`src/rtl/sop_pkg.sv`:
```
package sop_pkg;
  localparam int unsigned STAT_W       = 8;
  localparam int unsigned STAT_OBF_BIT = 0;
  localparam int unsigned STAT_IE_BIT  = 1;
  localparam int unsigned STAT_IRQ_BIT = 2;

  typedef struct packed {
    logic obf_n;
    logic inte;
    logic intr;
  } hs_state_t;

  function automatic logic [STAT_W-1:0] pack_status(hs_state_t s);
    logic [STAT_W-1:0] v;
    v = '0;
    v[STAT_OBF_BIT] = s.obf_n;
    v[STAT_IE_BIT]  = s.inte;
    v[STAT_IRQ_BIT] = s.intr;
    return v;
  endfunction
endpackage

```
`src/rtl/sop_sync.sv`:
```
module sop_sync #(
  parameter int unsigned STAGES    = 2,
  parameter logic        RESET_VAL = 1'b1
) (
  input  logic clk_i,
  input  logic rst_ni,
  input  logic d_i,
  output logic q_o
);
  logic [STAGES-1:0] chain_q;

  for (genvar g = 0; g < STAGES; g++) begin : g_stage
    if (g == 0) begin : g_first
      always_ff @(posedge clk_i or negedge rst_ni) begin
        if (!rst_ni) chain_q[g] <= RESET_VAL;
        else         chain_q[g] <= d_i;
      end
    end else begin : g_next
      always_ff @(posedge clk_i or negedge rst_ni) begin
        if (!rst_ni) chain_q[g] <= RESET_VAL;
        else         chain_q[g] <= chain_q[g-1];
      end
    end
  end

  assign q_o = chain_q[STAGES-1];
endmodule

```
`src/rtl/sop_edge.sv`:
```
module sop_edge (
  input  logic clk_i,
  input  logic rst_ni,
  input  logic lvl_i,
  output logic rise_o
);
  logic prev_q;

  // Idle level is high, so reset to high to avoid a false edge.
  always_ff @(posedge clk_i or negedge rst_ni) begin
    if (!rst_ni) prev_q <= 1'b1;
    else         prev_q <= lvl_i;
  end

  assign rise_o = lvl_i & ~prev_q;

  AST_RISE_SINGLE: assert property (@(posedge clk_i) disable iff (!rst_ni)
    rise_o |=> !rise_o);
endmodule

```
`src/rtl/sop_hshk.sv`:
```
module sop_hshk #(
  parameter int unsigned DATA_W = 8
) (
  input  logic              clk_i,
  input  logic              rst_ni,
  input  logic              wr_i,
  input  logic [DATA_W-1:0] wdata_i,
  input  logic              inte_wr_i,
  input  logic              inte_val_i,
  input  logic              ack_rise_i,
  output logic [DATA_W-1:0] data_o,
  output sop_pkg::hs_state_t st_o
);
  logic [DATA_W-1:0] data_q;
  logic              obf_nq, inte_q, intr_q;

  always_ff @(posedge clk_i or negedge rst_ni) begin
    if (!rst_ni) data_q <= '0;
    else if (wr_i) data_q <= wdata_i;
  end

  // Write has priority over a coincident acknowledge.
  always_ff @(posedge clk_i or negedge rst_ni) begin
    if (!rst_ni) begin
      obf_nq <= 1'b1;
      intr_q <= 1'b0;
    end else if (wr_i) begin
      obf_nq <= 1'b0;
      intr_q <= 1'b0;
    end else if (ack_rise_i) begin
      obf_nq <= 1'b1;
      if (inte_q) intr_q <= 1'b1;
    end
  end

  always_ff @(posedge clk_i or negedge rst_ni) begin
    if (!rst_ni)        inte_q <= 1'b0;
    else if (inte_wr_i) inte_q <= inte_val_i;
  end

  assign data_o   = data_q;
  assign st_o.obf_n = obf_nq;
  assign st_o.inte  = inte_q;
  assign st_o.intr  = intr_q;

  AST_WR_LATCH: assert property (@(posedge clk_i) disable iff (!rst_ni)
    wr_i |=> data_q == $past(wdata_i));
  AST_DATA_HOLD: assert property (@(posedge clk_i) disable iff (!rst_ni)
    !wr_i |=> $stable(data_q));
  AST_WR_FULL: assert property (@(posedge clk_i) disable iff (!rst_ni)
    wr_i |=> !obf_nq);
  AST_ACK_EMPTY: assert property (@(posedge clk_i) disable iff (!rst_ni)
    (ack_rise_i && !wr_i) |=> obf_nq);
  AST_IRQ_ON_ACK: assert property (@(posedge clk_i) disable iff (!rst_ni)
    (ack_rise_i && !wr_i && inte_q) |=> intr_q);
  AST_IRQ_NEEDS_IE: assert property (@(posedge clk_i) disable iff (!rst_ni)
    $rose(intr_q) |-> $past(inte_q));
  AST_WR_CLR_IRQ: assert property (@(posedge clk_i) disable iff (!rst_ni)
    wr_i |=> !intr_q);
  AST_IE_WRITE: assert property (@(posedge clk_i) disable iff (!rst_ni)
    inte_wr_i |=> inte_q == $past(inte_val_i));
  AST_IE_NO_IRQ: assert property (@(posedge clk_i) disable iff (!rst_ni)
    (!wr_i && !ack_rise_i) |=> $stable(intr_q));
endmodule

```
`src/rtl/strobed_out_port.sv`:
```
module strobed_out_port #(
  parameter int unsigned DATA_W      = 8,
  parameter int unsigned SYNC_STAGES = 2
) (
  input  logic                       clk_i,
  input  logic                       rst_ni,
  input  logic                       wr_i,
  input  logic [DATA_W-1:0]          wdata_i,
  input  logic                       inte_wr_i,
  input  logic                       inte_val_i,
  output logic [sop_pkg::STAT_W-1:0] status_o,
  output logic                       intr_o,
  output logic [DATA_W-1:0]          pdata_o,
  output logic                       obf_no,
  input  logic                       ack_ni
);
  logic               ack_s;
  logic               ack_rise;
  sop_pkg::hs_state_t st;

  sop_sync #(.STAGES(SYNC_STAGES), .RESET_VAL(1'b1)) i_sync (
    .clk_i (clk_i),
    .rst_ni(rst_ni),
    .d_i   (ack_ni),
    .q_o   (ack_s)
  );

  sop_edge i_edge (
    .clk_i (clk_i),
    .rst_ni(rst_ni),
    .lvl_i (ack_s),
    .rise_o(ack_rise)
  );

  sop_hshk #(.DATA_W(DATA_W)) i_hshk (
    .clk_i     (clk_i),
    .rst_ni    (rst_ni),
    .wr_i      (wr_i),
    .wdata_i   (wdata_i),
    .inte_wr_i (inte_wr_i),
    .inte_val_i(inte_val_i),
    .ack_rise_i(ack_rise),
    .data_o    (pdata_o),
    .st_o      (st)
  );

  assign obf_no   = st.obf_n;
  assign intr_o   = st.intr;
  assign status_o = sop_pkg::pack_status(st);

  AST_STATUS_MAP: assert property (@(posedge clk_i) disable iff (!rst_ni)
    status_o[sop_pkg::STAT_OBF_BIT] == obf_no && status_o[sop_pkg::STAT_IRQ_BIT] == intr_o);
  AST_FALL_IGNORED: assert property (@(posedge clk_i) disable iff (!rst_ni)
    (!wr_i && !ack_rise && !obf_no) |=> !obf_no);
endmodule

```
`config.mk`:
```
export PLATFORM = sky130hd
export DESIGN_NAME = strobed_out_port
export DESIGN_NICKNAME = d
export VERILOG_FILES = /design/src/rtl/sop_pkg.sv /design/src/rtl/sop_sync.sv /design/src/rtl/sop_edge.sv /design/src/rtl/sop_hshk.sv /design/src/rtl/strobed_out_port.sv
export SDC_FILE = /design/constraint.sdc
export NUM_CORES = 1
export LEC_CHECK = 0
export BUFFER_PORTS_ARGS = -buffer_cell sky130_fd_sc_hd__buf_2
export CAP_MARGIN = 10
export CORE_MARGIN = 5
export CORE_UTILIZATION = 35
export DETAILED_ROUTE_END_ITERATION = 6
export GPL_TIMING_DRIVEN = 0
export HOLD_SLACK_MARGIN = 0.02
export PLACE_DENSITY_LB_ADDON = 0.1
export SYNTH_ARGS = -nofsm -noshare
export SYNTH_HDL_FRONTEND = slang
export SYNTH_SLANG_ARGS = --single-unit
```
`constraint.sdc`:
```
create_clock -name clk_i -period 2.9 [get_ports clk_i]
set_clock_uncertainty 0.15 [all_clocks]
set_input_delay 0.58 -clock clk_i [delete_from_list [all_inputs] [get_ports clk_i]]
set_output_delay 0.58 -clock clk_i [all_outputs]
set_load 0.05 [all_outputs]
```
Word-level counts from Yosys, hierarchy flattened
Cells that the tools add are included.
- flip-flop bits (word level): 14
- bits in latches: 0
- bits in writable memories: 0
- ROM bits: 0
- input port bits: 14
- output and inout port bits: 18
- word-level logic and storage cells: 17
- memories kept: 0
- add/sub/neg operators: 0
- $mul: 0
- divide/modulo/power cells: 0
- $lt $le $gt $ge: 0
- eq/ne operators: 0
- shift operators: 0
- multiplexer cells: 5
- bitwise logic cells: 2
- reduce and logical (&&, ||, !) cells: 3
- operators by type and width (cell ; count):
    1-bit two-way mux ; 5
    2-bit nonzero test ; 2
    2-bit AND reduction ; 1
    1-bit AND ; 1
    1-bit inverter ; 1

Depth between registers and ports, before layout
- word-level depth: 4
- mapped depth: 2
- depth with buffers taken out: 2

Modules after synthesis
From an unflattened synthesis, not the netlist that was laid out.
- cell total of the unflattened synthesis: 40
- area, all modules: 606.8 µm²
- modules (own cells, without submodules) (module ; instances ; cells each ; area each (µm²) ; sequential area each (µm²)):
    sop_hshk ; 1 ; 28 ; 457.9 ; 276.5
    strobed_out_port ; 1 ; 8 ; 56.3 ; 0.0
    sop_sync ; 1 ; 2 ; 52.6 ; 52.6
    sop_edge ; 1 ; 2 ; 40.0 ; 26.3

Worst setup path before layout
Ideal clock, no wire load.
- kind: register -> output
- start: register i_hshk.obf_nq
- end: output port status_o[0] (netlist name)
- arrival: 928 ps
- data required time: 2170 ps
- slack: 1242 ps
- stages on the path, launching flop included: 2
- buffers on the path: 1
- cells stage by stage: dfstp_2 > buf_4
- RTL lines (what ; line ; RTL):
    start: declaration ; sop_hshk.sv:15 ; logic obf_nq, inte_q, intr_q;
    start signal: assignment ; sop_hshk.sv:25 ; obf_nq <= 1'b1;
    start signal: assignment ; sop_hshk.sv:28 ; obf_nq <= 1'b0;
    start signal: assignment ; sop_hshk.sv:31 ; obf_nq <= 1'b1;
    end: declaration ; strobed_out_port.sv:11 ; output logic [sop_pkg::STAT_W-1:0] status_o,
No word-level cell between the ends.

Final worst setup path
- start: register i_hshk.obf_nq
- end: output port status_o[0] (netlist name)
No word-level cell between the ends.

==> metrics.yaml <==
critical_path:
  path_max_fanout: 3
  rr_endpoint: "i_hshk.intr_q"
  cp.required_ns: 2.17
  end_kind: "output port"
  reg2reg_slack_ns: 1.93
  crit_path_start_kind: "flop"
  cp.arrival_ns: 1.15
  r2r-start: "i_sync.q_o"
  path_class: "reg -> out"
  rr_worst_depth: 2
floorplan:
  initial_utilization_pct: 38.0
  fp-row-count: 14
  io_pins: 32
  core_mm2: 0.00156
  die_h_um: 51.2
  die-area_mm2: 0.00262
  die_w_um: 51.2
place:
  io_buffers: 25
  gp_congestion: 0.677
  hpwlAfterDp_um: 730
pwr:
  ir_drop_mv: 0.356
  static-leakage-power_uw: 0.000430
  p_per_area_mw_per_mm2: 629
clock_network:
  insertion_delay_ns: 0.27
  cts_tree: "done"
  h-tree-depth: 1
  clk_pin_slew_worst_paths_ns: 0.08
  cts_buffers: 3
  cts_resized: 0
  cts_setup_buffers: 0
  clockBufferDepth: 2
  clock-sinks: 14
  cts_hold_repair.buffers: 0
  cts-root-buf: "clkbuf_4"
logic_synthesis:
  synthesis.area_um2: 593
  syn_inst: 39
  synth_area_leader_cell: "dfrtp_1"
  avgSynthCellArea_um2: 15.2
  ys_types: 11
  yosys_warnings: 0
  synth_top_area_share_pct: 42.2
  seq_area_frac_synth_pct: 59.9
  ys_top_cells_by_area: "dfrtp_1, mux2_4, dfstp_2"
  synth-seq-cells: 14
grt:
  grt_use_total_pct: 8.54
  overflow: 0
  grt_max_degree: 15
  antenna_found_initial: 0
  grt_pass1_vias: 368
  grt_pass1_wl_mm: 1.61
sta:
  drv_slew: 0
  setup-tns-final_ns: 0
  hold_viol_final: 0
  rsz0062_at_grt: "false"
  period_share_pct: 64.9
  hold_ws_ns: 0.0299
  fin_crit_ns: 1.88
  setup_violations: 0
  fmax_mhz: 532
routing:
  wl_per_cell_um: 10.5
  via_count: 359
  dr.pass1.iters: 1
  ant_nets: 0
  drc: 0
  routed_wl_um: 920
  via_per_inst: 4.08
  first_iter_violations: 0
run:
  cap_violations: 0
layout:
  final_layout_size_suffix_gt1_share_pct: 70.8
  fin_nets: 87
  n_fill_cell: 148
  syn2layout_area_growth_pct: 33.1
  diodes: 0
hold_path:
  min_path_type: "in -> async"
run_status:
  outcome: "complete, no violations"
## layer usage
metal	GRT usage [%]	wire length (um)	vias to the layer above
li1	-	-	180
met1	11.9	440	153
met2	10.3	348	26
met3	4.07	132	0
met4	5.38	0	0
met5	0	0	-
## worst max path at each step
stage,startpoint,depth (start not counted),endpoint
floorplan,i_hshk.obf_nq,1,status_o[0]
global placement,i_hshk.obf_nq,2,status_o[0]
detailed placement,i_hshk.obf_nq,2,status_o[0]
CTS,i_hshk.obf_nq,2,status_o[0]
global route,i_hshk.obf_nq,2,status_o[0]
finish,i_hshk.obf_nq,2,status_o[0]
## worst max-delay path, cell delays in order, from the launching register on
cell and delay (ns):
dfstp_2 0.54, buf_4 0.09, buf_2 0.24
## final cells by class
cell class,count,area [um2],share of cell area (%)
sequential,14,355,45.0
multi-input combinational,18,174,22.0
timing repair buffer,25,125,15.8
buffer,9,71.3,9.03
clock buffer,4,36.3,4.60
tap,16,20.0,2.54
inverter,2,7.51,0.951
## cells by family after synthesis
kind of cell    count (synthesis)  share of synthesized area (%)
other cells                     1                          0.632
simple gates                    2                           2.32
mux                             9                           22.2
flops                          14                           59.9
buf+inv                        11                           13.3
compound gates                  2                           1.69
## state kept, by name, summed over array words and instances, names as in the netlist
register	flops
i_edge.prev_q	1
i_hshk.inte_q	1
i_hshk.intr_q	1
i_hshk.data_o	8
i_sync.q_o	1
i_sync.chain_q	1
i_hshk.obf_nq	1
## cells in the mapped netlist
master	n
inv_1	2
mux2_2	1
dfstp_2	4
mux2_4	8
buf_6	1
conb_1	1
nand2b_1	1
nand3b_1	1
dfrtp_1	10
a21oi_1	2
buf_4	8
## stage by stage
step	total power (uW)	instance area [um2]	worst slack (ns)	utilization, %	instances
finish	496	790	1.02	50.6	88
global route	522	790	0.963	50.6	88
CTS	505	790	1.00	50.6	88
detailed placement	365	753	1.32	48.3	84
global placement	365	753	1.32	48.3	84
floorplan	334	608	1.24	-	43
## report_power, final
part | internal [uW] | leakage (uW) | switching [uW] | total [uW]
registers | 214 | 0.000161 | 8.18 | 222
logic | 45.3 | 0.000248 | 93.0 | 138
clock network | 76.3 | 0.0000210 | 59.7 | 136
## layout by cell type, fill, tap and decap left out, drive strengths merged
cell type	Yosys	routed
clkbuf	0	4
dfstp	4	4
conb	1	5
nand3b	1	1
dfrtp	10	10
a21oi	2	2
mux2	9	9
buf	9	34
inv	2	2
nand2b	1	1
No activity file was read; power rests on OpenSTA's default activity.
